## config.mk

```make
export PLATFORM = sky130hd
export DESIGN_NAME = fsr_top
export DESIGN_NICKNAME = d
export VERILOG_FILES = /design/src/rtl/fsr_pkg.sv /design/src/rtl/fsr_wr_decode.sv /design/src/rtl/fsr_flag_bank.sv /design/src/rtl/fsr_synd_slot.sv /design/src/rtl/fsr_top.sv
export SDC_FILE = /design/constraint.sdc
export NUM_CORES = 1
export LEC_CHECK = 0
export BUFFER_PORTS_ARGS = -buffer_cell sky130_fd_sc_hd__buf_2
export CORE_MARGIN = 2
export CORE_UTILIZATION = 36
export DETAILED_ROUTE_END_ITERATION = 10
export PLACE_DENSITY_LB_ADDON = 0.08
export SYNTH_ARGS = -nofsm -noshare
export SYNTH_HDL_FRONTEND = slang
export SYNTH_SLANG_ARGS = --single-unit
export TNS_END_PERCENT = 10
```

## constraint.sdc

```tcl
create_clock -name clk -period 3.07 [get_ports clk]
set_clock_uncertainty 0.05 [all_clocks]
set_input_delay 0.1535 -clock clk [delete_from_list [all_inputs] [get_ports clk]]
set_output_delay 0.1535 -clock clk [all_outputs]
set_load 0.01 [all_outputs]
```

## src/rtl/fsr_pkg.sv

```systemverilog
package fsr_pkg;

    localparam int REG_W     = 64;
    localparam int N_EVT     = 12;
    localparam int FLAG_LSB  = 20;
    localparam int MULTI_BIT = FLAG_LSB + N_EVT;
    localparam int RSVD_W    = REG_W - MULTI_BIT - 1;
    localparam int DSYN_W    = 16;
    localparam int TSYN_W    = 4;
    localparam int TSYN_LSB  = DSYN_W;

    // lane indices, in the order the status word lays them out
    typedef enum int unsigned {
        EV_CORR    = 0,
        EV_UNCORR  = 1,
        EV_CDATA   = 2,
        EV_WBACK   = 3,
        EV_COPYOUT = 4,
        EV_FILL    = 5,
        EV_BUSERR  = 6,
        EV_TIMEOUT = 7,
        EV_IVEC    = 8,
        EV_CTAG    = 9,
        EV_ADDRPAR = 10,
        EV_PRIV    = 11
    } evt_lane_e;

    // data parity group: contiguous lanes, lowest index = highest priority
    localparam int DGRP_LSB = int'(EV_CDATA);
    localparam int DGRP_N   = int'(EV_FILL) - int'(EV_CDATA) + 1;
    localparam int TGRP_LSB = int'(EV_CTAG);
    localparam int TGRP_N   = 1;

    typedef logic [N_EVT-1:0] evt_vec_t;

    localparam evt_vec_t IRQ_MASK =
        evt_vec_t'((1 << int'(EV_CORR)) | (1 << int'(EV_UNCORR)) | (1 << int'(EV_CDATA)));

    typedef struct packed {
        logic     multi;
        evt_vec_t flags;
    } sticky_t;

    function automatic logic [REG_W-1:0] pack_status(
        input sticky_t            st,
        input logic [TSYN_W-1:0]  tsyn,
        input logic [DSYN_W-1:0]  dsyn
    );
        return {{RSVD_W{1'b0}}, st.multi, st.flags, tsyn, dsyn};
    endfunction

endpackage

```

## src/rtl/fsr_wr_decode.sv

```systemverilog
module fsr_wr_decode
    import fsr_pkg::*;
(
    input  logic             wr_en_i,
    input  logic [REG_W-1:0] wr_data_i,
    output sticky_t          clr_o
);
    // only the sticky field responds to writes
    logic unused_wr_bits;
    assign unused_wr_bits = ^{wr_data_i[REG_W-1:MULTI_BIT+1], wr_data_i[FLAG_LSB-1:0]};

    always_comb begin
        clr_o = '0;
        if (wr_en_i) begin
            clr_o.multi = wr_data_i[MULTI_BIT];
            clr_o.flags = wr_data_i[MULTI_BIT-1:FLAG_LSB];
        end
    end
endmodule

```

## src/rtl/fsr_flag_bank.sv

```systemverilog
module fsr_flag_bank
    import fsr_pkg::*;
(
    input  logic     clk,
    input  logic     rst,
    input  evt_vec_t evt_i,
    input  sticky_t  clr_i,
    output sticky_t  state_o,
    output evt_vec_t kept_o
);
    sticky_t  st_q;
    sticky_t  st_d;
    evt_vec_t kept;
    evt_vec_t repeat_hit;

    always_comb begin
        // clear is applied before the new strobes are merged
        kept        = st_q.flags & ~clr_i.flags;
        repeat_hit  = evt_i & kept;
        st_d.flags  = kept | evt_i;
        st_d.multi  = (st_q.multi & ~clr_i.multi) | (|repeat_hit);
    end

    always_ff @(posedge clk) begin
        if (rst) st_q <= '0;
        else     st_q <= st_d;
    end

    assign state_o = st_q;
    assign kept_o  = kept;
endmodule

```

## src/rtl/fsr_synd_slot.sv

```systemverilog
module fsr_synd_slot #(
    parameter int NSRC = 4,
    parameter int SW   = 16
) (
    input  logic            clk,
    input  logic            rst,
    input  logic [NSRC-1:0] kept_i,
    input  logic [NSRC-1:0] evt_i,
    input  logic [SW-1:0]   synd_i,
    output logic [SW-1:0]   synd_o
);
    localparam int RW = $clog2(NSRC + 1);

    logic [RW-1:0] rank_q;
    logic [RW-1:0] rank_d;
    logic [RW-1:0] rank_eff;
    logic [RW-1:0] rank_new;
    logic [SW-1:0] synd_q;
    logic [SW-1:0] synd_d;
    logic [SW-1:0] synd_eff;

    always_comb begin
        // rank NSRC for index 0 (top priority) down to 1; 0 means empty
        rank_new = '0;
        for (int i = NSRC - 1; i >= 0; i--) begin
            if (evt_i[i]) rank_new = RW'(NSRC - i);
        end
        if (|kept_i) begin
            rank_eff = rank_q;
            synd_eff = synd_q;
        end else begin
            rank_eff = '0;
            synd_eff = '0;
        end
        rank_d = rank_eff;
        synd_d = synd_eff;
        if (rank_new > rank_eff) begin
            rank_d = rank_new;
            synd_d = synd_i;
        end
    end

    always_ff @(posedge clk) begin
        if (rst) begin
            rank_q <= '0;
            synd_q <= '0;
        end else begin
            rank_q <= rank_d;
            synd_q <= synd_d;
        end
    end

    assign synd_o = synd_q;
endmodule

```

## src/rtl/fsr_top.sv

```systemverilog
module fsr_top
    import fsr_pkg::*;
(
    input  logic              clk,
    input  logic              rst,
    input  logic [N_EVT-1:0]  evt_i,
    input  logic [TSYN_W-1:0] tag_synd_i,
    input  logic [DSYN_W-1:0] data_synd_i,
    input  logic              wr_en_i,
    input  logic [REG_W-1:0]  wr_data_i,
    output logic [REG_W-1:0]  rd_data_o,
    output logic              irq_o
);
    sticky_t     clr;
    sticky_t     state;
    evt_vec_t    kept;
    logic [DSYN_W-1:0] dsyn;
    logic [TSYN_W-1:0] tsyn;

    fsr_wr_decode u_dec (
        .wr_en_i   (wr_en_i),
        .wr_data_i (wr_data_i),
        .clr_o     (clr)
    );

    fsr_flag_bank u_flags (
        .clk     (clk),
        .rst     (rst),
        .evt_i   (evt_i),
        .clr_i   (clr),
        .state_o (state),
        .kept_o  (kept)
    );

    fsr_synd_slot #(.NSRC(DGRP_N), .SW(DSYN_W)) u_dslot (
        .clk    (clk),
        .rst    (rst),
        .kept_i (kept[DGRP_LSB +: DGRP_N]),
        .evt_i  (evt_i[DGRP_LSB +: DGRP_N]),
        .synd_i (data_synd_i),
        .synd_o (dsyn)
    );

    fsr_synd_slot #(.NSRC(TGRP_N), .SW(TSYN_W)) u_tslot (
        .clk    (clk),
        .rst    (rst),
        .kept_i (kept[TGRP_LSB +: TGRP_N]),
        .evt_i  (evt_i[TGRP_LSB +: TGRP_N]),
        .synd_i (tag_synd_i),
        .synd_o (tsyn)
    );

    assign rd_data_o = pack_status(state, tsyn, dsyn);
    assign irq_o     = |(state.flags & IRQ_MASK);
endmodule

```

==> results of run 1 <==
-- power by group through the flow --
stage | combinational [mW] | sequential, mW | clock, mW
final | 0.241 | 0.550 | 0.342
after floorplan | 0.158 | 0.580 | 0
after global placement | 0.245 | 0.561 | 0
after detailed placement | 0.243 | 0.561 | 0
after global routing | 0.272 | 0.556 | 0.377
after CTS | 0.244 | 0.550 | 0.357
-- logic make-up after synthesis --
kind of cell | Yosys count | synth area share
AND/OR/NAND/NOR | 54 | 0.151
buffers and inverters | 42 | 0.165
adder cells (fa/ha/maj) | 3 | 0.0218
AO/OA/AOI/OAI | 53 | 0.229
other | 1 | 0.00218
flip-flops | 37 | 0.431
-- placed cells by master (no fill, tap or decap), drive strengths merged --
cell | Yosys | layout
a211oi | 1 | 1
a21boi | 3 | 3
a21oi | 13 | 13
a22o | 16 | 16
a22oi | 4 | 4
a31oi | 2 | 2
a32o | 1 | 1
a41oi | 1 | 1
and3 | 3 | 3
and4 | 1 | 1
buf | 34 | 82
clkbuf | 2 | 5
clkinv | 0 | 3
conb | 1 | 31
dfxtp | 37 | 37
ha | 3 | 3
inv | 6 | 6
nand2 | 14 | 14
nand2b | 2 | 2
nand3 | 5 | 5
nor2 | 21 | 21
nor2b | 1 | 1
nor3 | 1 | 1
nor4 | 2 | 2
o2111ai | 1 | 1
o21ai | 5 | 5
o21bai | 1 | 1
o221a | 1 | 1
o22ai | 4 | 4
or2 | 1 | 1
or2b | 2 | 2
or3 | 1 | 1
-- how the worst min path moves through the flow --
stage                                           to  slack (ps)  depth (start not counted)
floorplan            u_flags.state_o[0]$_SDFF_PP0_         220                          2
global placement    u_dslot.synd_o[5]$_SDFFE_PP0P_         320                          2
detailed placement  u_dslot.synd_o[1]$_SDFFE_PP0P_         320                          2
CTS                 u_dslot.synd_o[1]$_SDFFE_PP0P_           6                          2
global route        u_dslot.synd_o[1]$_SDFFE_PP0P_           3                          2
finish              u_dslot.synd_o[5]$_SDFFE_PP0P_          20                          2
-- per-layer routing --
metal  track usage  share of wire  vias up
met5             0              0        -
met2         0.229           0.42       84
met1         0.169           0.45      661
met4        0.0617          0.019        0
li1              -              -      778
met3        0.0608           0.11        7
-- per-stage QoR --
stage / worst slack, ps / instance area [sq um]
after global placement: 349 / 2050
after detailed placement: 376 / 2050
final: 419 / 2140
after CTS: 361 / 2140
after floorplan: 811 / 1830
after global routing: 22.7 / 2140
-- layout make-up --
cell class | count | area [sq um]
fillers | 474 | 2520
multi-input cells | 141 | 807
flip-flops and latches | 37 | 741
repair buffers | 82 | 413
clock buffers | 5 | 68.8
well taps | 54 | 67.6
clock inverters | 3 | 22.5
inverters | 6 | 22.5
-- state kept, by name, indices dropped and copies added (netlist names) --
signal	flops
u_flags.state_o	13
u_tslot.rank_q	1
u_dslot.rank_q	3
u_dslot.synd_o	16
u_tslot.synd_o	4
==> summary.txt, run 1 <==
Status
  • Run status: complete, no violations

Placement
  • Placer's final routability congestion estimate: between 0.7 and 0.8
  • Placed insts: between 300 and 400
  • Total of buffers placed on input and output ports: 81
  • Dpl hpwl: 2.84 mm

Setup path
  • Data arrival at the endpoint of the critical path: roughly 2800 ps
  • Req. time, crit path: 3250 ps
  • Setup crit end: u_dslot.synd_o[10]$_SDFFE_PP0P_
  • Reg2reg start: u_flags.state_o[2]$_SDFF_PP0_
  • Number of cells on the worst reg-to-reg path: 9
  • Worst Setup End Kind: register
  • Worst R2R Setup Slack: 420 ps
  • Worst path bufs/invs: 1
  • Worst path max stage delay: about 750 ps
  • Worst setup SP type: register
  • Cell at the slowest stage of the critical path: sky130_fd_sc_hd__nor3_2
  • Start-to-end type of the worst setup path: reg2reg
  • Launching instance or port of the critical path: u_flags.state_o[2]$_SDFF_PP0_
  • Crit path depth: 9
  • Ordered list of cells on the worst path: nor4_2, nor2_1, o21ai_0, inv_1, ha_1, nand3_1, o21ai_0, nor3_2, a22o_1
  • Peak fanout along the critical path: 16
  • Dominant cell type by count on the critical path: sky130_fd_sc_hd__o21ai_0
  • Crit path max-delay family: simple AND/OR/NAND/NOR gates
  • Endpoint of the worst-slack reg-to-reg timing path: u_dslot.synd_o[10]$_SDFFE_PP0P_

Clocking
  • Root buffer cell: sky130_fd_sc_hd__clkbuf_8
  • CTS resizes: 0
  • Insertion delay to the later sink of the worst-skew pair: slightly below 300 ps
  • Clock sinks: 37
  • Setup bufs post-CTS: 0
  • TritonCTS clock tree: built
  • Clk pin slew, worst setup/hold paths: ~80 ps
  • Clock buffer depth: 2
  • H-Tree Depth: 2
  • Total CTS buffers: 5
  • CTS Hold Buffers Added: 0

Layout
  • Diode count: 0
  • Proportion of layout cells with a drive suffix above 1: 0.350
  • Final Instance Count excl. Fillers: 328
  • Growth of design area from synthesis to finish: 24.6%
  • Net count, final: about 380
  • Finished Core Util: 0.460

GRT
  • All-Layer GR Usage: 0.144
  • Antenna violations before repair: 0
  • Grt total ovfl: 0
  • Wire length of the first global-routing pass: around 6 mm
  • Pin count of the biggest net entering global routing: 21
  • Number of global-route vias before repair: 1301

Logic synthesis
  • Ranking of synthesized cells by instance count: 37 x sky130_fd_sc_hd__dfxtp_1, 31 x sky130_fd_sc_hd__buf_4, 21 x sky130_fd_sc_hd__nor2_1
  • Yosys warning total: 0
  • Post-synthesis cell type count: 35
  • Post-Syn Instances: 190
  • Count leader, synth: sky130_fd_sc_hd__dfxtp_1
  • Seq cells post-synth: 37
  • Average footprint of a synthesized cell: approximately 9.0 sq um
  • Cell type with the highest aggregate area in the netlist: sky130_fd_sc_hd__dfxtp_1
  • Post-synth design cell area: approximately 1700 sq um
  • Top cell type's share of synthesized area: 0.431
  • Top flip-flop cell by instance count after synthesis: sky130_fd_sc_hd__dfxtp_1
  • Proportion of synthesized chip area in sequential cells: 0.431
  • Cell types with the largest area share after synthesis: sky130_fd_sc_hd__dfxtp_1 43%, sky130_fd_sc_hd__buf_4 14%, sky130_fd_sc_hd__a22o_1 8.2%
  • Proportion of register bits with asynchronous set or reset after synthesis: 0
  • Post-synth EDFFs: 0

Drt
  • Drt pass-1 iters: 4
  • Routed Antenna Nets: 0
  • Avg Vias per Cell: between 4 and 5
  • Via total after detailed routing: 1530
  • Total routed wirelength: between 3 and 4 mm
  • Drt initial violations: 57
  • Final routed DRC violation total: 0
  • Avg WL per Cell: approximately 12 um

Timing
  • Transition time of the tightest slew-check pin: 932 ps
  • Final Critical Period: 2650 ps
  • Max-slew violation count: 0
  • Final hold vios: 0
  • Fin crit share: 0.864
  • Worst hold slack after final layout: about 18 ps
  • Max-slew headroom: 0.375
  • Unrepaired setup endpoints after global routing: no
  • Fmax: 377 MHz
  • Setup total negative slack: 0 ps
  • Final setup violating endpoints: 0

Hold path
  • Source of the worst hold timing path: data_synd_i[5]
  • Hold/Removal Path Class: in2reg

Pwr
  • Net switching power: 0.343 mW
  • Sw frac: 0.303
  • Leakage: between 1 and 1.5 nW
  • Portion of total power attributed to sequential cells: 0.485
  • Overall power: about 1.1 mW
  • Max IR drop VDD: about 190 uV
  • P per Cell Area: 529 nW/um^2
  • Portion of total power attributed to the clock network: 0.302
  • Total internal power: a little under 0.8 mW
  • Combinational share of power: 0.213

Run
  • Max-capacitance violation count: 0

Floorplan
  • Boundary Pins: approximately 160
  • Number of rows created at floorplan: 25
  • Floorplan Core Area: around 4700 sq um
  • Die area: roughly 5300 sq um
  • Die span in y: about 73 um
  • Starting utilization of the core area: 0.369
  • Die boundary width: about 73 um
No activity file was read; power rests on OpenSTA's default activity.
==> run 2, diff against run 1 <==
==> constraint.sdc (replaced) <==
create_clock -name clk -period 2.95 [get_ports clk]
set_clock_uncertainty 0.05 [all_clocks]
set_input_delay 0.1475 -clock clk [delete_from_list [all_inputs] [get_ports clk]]
set_output_delay 0.1475 -clock clk [all_outputs]
set_load 0.01 [all_outputs]
==> summary.txt, run 2 (synthesized netlist as in run 1, its figures left out) <==
Layout
  • Finished Core Util: 0.465 (was 0.460)
  • Leading cell type in the layout, fill and taps excluded: sky130_fd_sc_hd__buf_2 (unchanged)
  • Max reg flops: 16 (unchanged)
  • Proportion of layout cells with a drive suffix above 1: 0.348 (was 0.350)
  • Growth of design area from synthesis to finish: 26.1% (was 24.6%)
  • Diode count: 0 (unchanged)
  • Finished layout cell area: 2170 sq um (was 2140 sq um)
  • Net count, final: 377 (was 375)
  • Commonest cells after routing, fill and taps aside: 81 x sky130_fd_sc_hd__buf_2, 37 x sky130_fd_sc_hd__dfxtp_1, 31 x sky130_fd_sc_hd__conb_1 (unchanged)

Clocking
  • Insertion delay to the later sink of the worst-skew pair: 290 ps (about the same)
  • Clock buffer depth: 2 (unchanged)
  • Total CTS buffers: 5 (unchanged)
  • Clk pin slew, worst setup/hold paths: 80 ps (about the same)
  • Root buffer cell: sky130_fd_sc_hd__clkbuf_8 (unchanged)
  • H-Tree Depth: 2 (unchanged)
  • Clock sinks: 37 (unchanged)
  • Setup bufs post-CTS: 0 (unchanged)
  • TritonCTS clock tree: built (unchanged)

Setup path
  • Worst setup SP type: register (unchanged)
  • Req. time, crit path: 3130 ps (was 3250 ps)
  • Start-to-end type of the worst setup path: reg2reg (unchanged)
  • Endpoint of the worst-slack reg-to-reg timing path: u_dslot.synd_o[10]$_SDFFE_PP0P_ (unchanged)
  • Setup crit end: u_dslot.synd_o[10]$_SDFFE_PP0P_ (unchanged)
  • Worst Setup End Kind: register (unchanged)
  • Peak fanout along the critical path: 16 (unchanged)
  • Worst R2R Setup Slack: 470 ps (was 420 ps)
  • Data arrival at the endpoint of the critical path: 2650 ps (was 2830 ps)
  • Reg2reg start: u_flags.state_o[2]$_SDFF_PP0_ (unchanged)
  • Number of cells on the worst reg-to-reg path: 7 (was 9)
  • Launching instance or port of the critical path: u_flags.state_o[2]$_SDFF_PP0_ (unchanged)

Drt
  • Avg WL per Cell: 11.8 um (was 11.7 um)
  • Drt initial violations: 50 (was 57)
  • Total routed wirelength: 3.90 mm (was 3.85 mm)
  • Final routed DRC violation total: 0 (unchanged)
  • Via total after detailed routing: 1513 (was 1530)
  • Routed Antenna Nets: 0 (unchanged)
  • Drt pass-1 iters: 4 (unchanged)
  • Avg Vias per Cell: 4.58 (was 4.66)

Pwr
  • Combinational share of power: 0.216 (was 0.213)
  • Sw frac: 0.303 (about the same)
  • Total internal power: 0.825 mW (was 0.791 mW)
  • Portion of total power attributed to the clock network: 0.300 (was 0.302)
  • Max IR drop VDD: 183 uV (was 187 uV)
  • Portion of total power attributed to sequential cells: 0.484 (was 0.485)
  • Leakage: 1.12 nW (was 1.11 nW)
  • Net switching power: 0.359 mW (was 0.343 mW)
  • P per Cell Area: 546 nW/um^2 (was 529 nW/um^2)

GRT
  • Antenna violations before repair: 0 (unchanged)
  • Wire length of the first global-routing pass: 5.91 mm (unchanged)
  • Grt total ovfl: 0 (unchanged)
  • All-Layer GR Usage: 0.144 (unchanged)
  • Number of global-route vias before repair: 1301 (unchanged)
  • Pin count of the biggest net entering global routing: 21 (unchanged)

Hold path
  • Hold/Removal Path Class: in2reg (unchanged)
  • Source of the worst hold timing path: data_synd_i[5] (unchanged)

Placement
  • DP Area: 2050 sq um (unchanged)
  • Dpl hpwl: 2.84 mm (unchanged)
  • Total of buffers placed on input and output ports: 81 (unchanged)
  • Placer's final routability congestion estimate: 0.797 (unchanged)

Timing
  • Setup total negative slack: 0 ps (unchanged)
  • Transition time of the tightest slew-check pin: 595 ps (was 932 ps)
  • Fin crit share: 0.839 (was 0.864)
  • Unrepaired setup endpoints after global routing: no (unchanged)
  • Final hold vios: 0 (unchanged)
  • Worst hold slack after final layout: 11.5 ps (was 18.4 ps)
  • Max-slew violation count: 0 (unchanged)
  • Final setup violating endpoints: 0 (unchanged)
  • Max-slew headroom: 0.602 (was 0.375)
  • Final Critical Period: 2480 ps (was 2650 ps)
  • Fmax: 404 MHz (was 377 MHz)

Floorplan
  • Boundary Pins: 164 (unchanged)
  • Floorplan Core Area: 4660 sq um (unchanged)
  • Die boundary width: 73.1 um (unchanged)
  • Die span in y: 73.1 um (unchanged)
  • Number of rows created at floorplan: 25 (unchanged)
  • Starting utilization of the core area: 0.369 (unchanged)
  • Die area: 5340 sq um (unchanged)

Status
  • Run status: complete, no violations (unchanged)

Run
  • Max-capacitance violation count: 0 (unchanged)
==> run 2: cell count changes in the layout (fill, tap and decap cells not counted), sizes merged <==
cell,before,now
dlygate4sd3,0,2
==> run 2: worst max-delay path, cell delays in order (launching register included) <==
cell	delay [ps]
sky130_fd_sc_hd__dfxtp_1	360
sky130_fd_sc_hd__nor4_2	280
sky130_fd_sc_hd__nor2_1	140
sky130_fd_sc_hd__o21ai_0	230
sky130_fd_sc_hd__ha_1	290
sky130_fd_sc_hd__o21ai_0	490
sky130_fd_sc_hd__o221a_4	400
sky130_fd_sc_hd__a22o_1	170
==> run 2: how the worst min path moves through the flow <==
stage | end | slack (ps) | cells after the start
finish | u_dslot.synd_o[5]$_SDFFE_PP0P_ | 10 | 2
global route | u_dslot.synd_o[5]$_SDFFE_PP0P_ | 4 | 2
CTS | u_dslot.synd_o[1]$_SDFFE_PP0P_ | 0.3 | 2
detailed placement | u_dslot.synd_o[1]$_SDFFE_PP0P_ | 310 | 2
global placement | u_dslot.synd_o[5]$_SDFFE_PP0P_ | 310 | 2
floorplan | u_flags.state_o[0]$_SDFF_PP0_ | 210 | 2
==> run 2: stage by stage <==
step | power [mW] | cells | worst slack (ps)
final | 1.18 | 330 | 474
after global routing | 1.26 | 330 | 186
after CTS | 1.20 | 328 | 241
after detailed placement | 0.836 | 320 | 256
after global placement | 0.838 | 320 | 229
after floorplan | 0.767 | 220 | 691
==> run 2: metal layers <==
| layer | vias up | global-route usage | part of all wire |
|---|---|---|---|
| met5 | - | 0 | 0 |
| met4 | 0 | 0.0617 | 0.015 |
| met3 | 6 | 0.0608 | 0.10 |
| met2 | 77 | 0.229 | 0.43 |
| met1 | 650 | 0.169 | 0.45 |
| li1 | 780 | - | - |
==> run 2: layout make-up <==
cell class	instances	area, sq um
Clock inverter	3	22.5
Timing Repair Buffer	84	433
Clock buffer	5	68.8
Inverter	6	22.5
Tap cell	54	67.6
Multi-Input combinational cell	141	813
Fill cell	472	2490
Sequential cell	37	741
==> run 2: what timing repair did <==
item	CTS	global route
setup endpoints to repair	0	16
hold endpoints to repair	0	2
hold buffers	0	2
gates resized for setup	0	1
==> run 2: power by group through the flow <==
stage / Sequential [mW] / Clock, mW / Combinational [mW]
after floorplan: 0.603 / 0 / 0.164
after global routing: 0.579 / 0.392 / 0.287
after CTS: 0.573 / 0.372 / 0.254
final: 0.572 / 0.356 / 0.256
after global placement: 0.583 / 0 / 0.255
after detailed placement: 0.584 / 0 / 0.253
==> run 3, diff against run 2 <==
--- a/config.mk
+++ b/config.mk
@@ -7,7 +7,7 @@
 export LEC_CHECK = 0
 export BUFFER_PORTS_ARGS = -buffer_cell sky130_fd_sc_hd__buf_2
 export CORE_MARGIN = 2
-export CORE_UTILIZATION = 36
+export CORE_UTILIZATION = 33
 export DETAILED_ROUTE_END_ITERATION = 10
 export PLACE_DENSITY_LB_ADDON = 0.08
 export SYNTH_ARGS = -nofsm -noshare
==> constraint.sdc (replaced) <==
create_clock -name clk -period 2.1 [get_ports clk]
set_clock_uncertainty 0.05 [all_clocks]
set_input_delay 0.105 -clock clk [delete_from_list [all_inputs] [get_ports clk]]
set_output_delay 0.105 -clock clk [all_outputs]
set_load 0.01 [all_outputs]
==> summary.txt, run 3 (synthesized netlist as in run 1, its figures left out) <==
Hold path
  • Source of the worst hold timing path: evt_i[5] (was data_synd_i[5])
  • WHS Endpoint: u_flags.state_o[5]$_SDFF_PP0_ (was u_dslot.synd_o[5]$_SDFFE_PP0P_)
  • Count of cells along the worst hold path: 3 (was 2)
  • Hold/Removal Path Class: in2reg (unchanged)

Setup path
  • Reg2reg start: u_flags.state_o[3]$_SDFF_PP0_ (was u_flags.state_o[2]$_SDFF_PP0_)
  • Endpoint of the worst-slack reg-to-reg timing path: u_dslot.synd_o[6]$_SDFFE_PP0P_ (was u_dslot.synd_o[10]$_SDFFE_PP0P_)
  • Start-to-end type of the worst setup path: reg2reg (unchanged)
  • Data arrival at the endpoint of the critical path: 2310 ps (was 2650 ps)
  • Number of cells on the worst reg-to-reg path: 9 (was 7)
  • Worst Setup End Kind: register (unchanged)
  • Req. time, crit path: 2240 ps (was 3130 ps)
  • Worst setup SP type: register (unchanged)
  • Peak fanout along the critical path: 16 (unchanged)
  • Worst R2R Setup Slack: -70 ps (was 470 ps)

Timing
  • Final hold vios: 0 (unchanged)
  • Max-slew violation count: 0 (unchanged)
  • Unrepaired setup endpoints after global routing: yes (was no)
  • Final WS setup: -66.7 ps (was 474 ps)
  • Final setup violating endpoints: 16 (was 0)
  • Max-slew headroom: 0.656 (was 0.602)
  • Fin crit share: 1.03 (was 0.839)
  • Fmax: 462 MHz (was 404 MHz)
  • Transition time of the tightest slew-check pin: 511 ps (was 595 ps)
  • Final Critical Period: 2170 ps (was 2480 ps)

Pwr
  • Leakage: 1.35 nW (was 1.12 nW)
  • Max IR drop VDD: 293 uV (was 183 uV)
  • Overall power: 2.08 mW (was 1.18 mW)
  • P per Cell Area: 757 nW/um^2 (was 546 nW/um^2)

Layout
  • Growth of design area from synthesis to finish: 59.6% (was 26.1%)
  • Proportion of layout cells with a drive suffix above 1: 0.398 (was 0.348)
  • Diode count: 0 (unchanged)
  • Final Instance Count excl. Fillers: 389 (was 330)
  • Leading cell type in the layout, fill and taps excluded: sky130_fd_sc_hd__buf_2 (unchanged)
  • Net count, final: 420 (was 377)
  • Max reg flops: 16 (unchanged)
  • Finished Core Util: 0.541 (was 0.465)
  • Commonest cells after routing, fill and taps aside: 81 x sky130_fd_sc_hd__buf_2, 34 x sky130_fd_sc_hd__dfxtp_1, 31 x sky130_fd_sc_hd__conb_1 (was 81 x sky130_fd_sc_hd__buf_2, 37 x sky130_fd_sc_hd__dfxtp_1, 31 x sky130_fd_sc_hd__conb_1)

Drt
  • Total routed wirelength: 4.78 mm (was 3.90 mm)
  • Final routed DRC violation total: 0 (unchanged)
  • Avg Vias per Cell: 4.40 (was 4.58)
  • Avg WL per Cell: 12.3 um (was 11.8 um)
  • Drt initial violations: 48 (was 50)
  • Via total after detailed routing: 1713 (was 1513)
  • Drt pass-1 iters: 4 (unchanged)
  • Routed Antenna Nets: 0 (unchanged)

Placement
  • Post-Place Worst Slack: -380 ps (was 256 ps)
  • Dpl hpwl: 3.01 mm (was 2.84 mm)
  • Total of buffers placed on input and output ports: 81 (unchanged)
  • Placer's final routability congestion estimate: 0.778 (was 0.797)
  • Placed insts: 346 (was 320)

GRT
  • Wire length of the first global-routing pass: 7.34 mm (was 5.91 mm)
  • Pin count of the biggest net entering global routing: 21 (unchanged)
  • All-Layer GR Usage: 0.158 (was 0.144)
  • Number of global-route vias before repair: 1667 (was 1301)
  • Grt total ovfl: 0 (unchanged)
  • Antenna violations before repair: 0 (unchanged)

Clocking
  • Insertion delay to the later sink of the worst-skew pair: 290 ps (about the same)
  • Total CTS buffers: 5 (unchanged)
  • TritonCTS clock tree: built (unchanged)
  • Clk pin slew, worst setup/hold paths: 80 ps (about the same)
  • H-Tree Depth: 2 (unchanged)
  • Clock sinks: 37 (unchanged)
  • Root buffer cell: sky130_fd_sc_hd__clkbuf_8 (unchanged)
  • Clock buffer depth: 2 (unchanged)

Floorplan
  • Starting utilization of the core area: 0.339 (was 0.369)
  • Die span in y: 76.2 um (was 73.1 um)
  • Number of rows created at floorplan: 26 (was 25)
  • Die boundary width: 76.2 um (was 73.1 um)
  • Boundary Pins: 164 (unchanged)
  • Die area: 5800 sq um (was 5340 sq um)
  • Floorplan Core Area: 5070 sq um (was 4660 sq um)

Run
  • Max-capacitance violation count: 0 (unchanged)

Status
  • Violated checks: setup timing
  • Run status: complete, but fails checks (was complete, no violations)
-- run 3: how the worst max path moves through the flow --
stage	from	end	slack [ps]	cells past startpoint
after detailed placement	u_flags.state_o[2]$_SDFF_PP0_	u_dslot.synd_o[12]$_SDFFE_PP0P_	-380	8
after global placement	u_flags.state_o[2]$_SDFF_PP0_	u_dslot.synd_o[0]$_SDFFE_PP0P_	-330	8
after floorplan	u_flags.state_o[3]$_SDFF_PP0_	u_dslot.synd_o[0]$_SDFFE_PP0P_	10	9
after CTS	u_flags.state_o[3]$_SDFF_PP0_	u_dslot.synd_o[12]$_SDFFE_PP0P_	-90	10
final	u_flags.state_o[3]$_SDFF_PP0_	u_dslot.synd_o[6]$_SDFFE_PP0P_	-70	9
after global routing	u_flags.state_o[3]$_SDFF_PP0_	u_dslot.synd_o[12]$_SDFFE_PP0P_	-130	9
-- run 3: per-stage QoR --
step | hold WS (ps) | area (sq um) | TNS, ps
floorplan | 172 | 1830 | 0
global placement | 265 | 2150 | -5180
detailed placement | 270 | 2150 | -5760
CTS | 6.44 | 2670 | -1000
global route | 28.9 | 2740 | -1740
finish | 4.23 | 2740 | -857
-- run 3: worst max-delay path, stage by stage (launching register included) --
cell                       delay (ps)
sky130_fd_sc_hd__dfxtp_2          340
sky130_fd_sc_hd__nor4_4           290
sky130_fd_sc_hd__nor2_2           110
sky130_fd_sc_hd__o21ai_2          210
sky130_fd_sc_hd__ha_4             240
sky130_fd_sc_hd__a211oi_4         260
sky130_fd_sc_hd__buf_4            160
sky130_fd_sc_hd__nor3_4            40
sky130_fd_sc_hd__buf_12           170
sky130_fd_sc_hd__a22o_1           180
-- run 3: layout make-up --
cell class / count / area, sq um
repair buffers: 126 / 831
clock inverters: 3 / 68.8
multi-input cells: 142 / 921
flip-flops and latches: 37 / 744
inverters: 6 / 22.5
well taps: 70 / 87.6
clock buffers: 5 / 68.8
fillers: 491 / 2330
-- run 3: timing repair --
action,in CTS,in global routing
gates cloned,1,0
pin swaps,22,8
buffers inserted,5,2
hold buffers,27,0
setup endpoints to repair,19,19
gates resized for setup,11,8
hold endpoints to repair,27,0
-- run 3: power breakdown --
group	total (mW)	leakage, nW	internal, mW	switching, mW
Clock	0.752	0.0687	0.478	0.274
Combinational	0.519	0.972	0.263	0.256
Sequential	0.806	0.307	0.769	0.0373
Total	2.08	1.35	1.51	0.567
-- run 3: layer usage --
| layer | vias to the layer above | track usage | part of all wire |
|---|---|---|---|
| li1 | 867 | - | - |
| met1 | 777 | 0.192 | 0.45 |
| met2 | 61 | 0.268 | 0.49 |
| met3 | 8 | 0.0332 | 0.039 |
| met4 | 0 | 0.0764 | 0.014 |
| met5 | - | 0 | 0 |
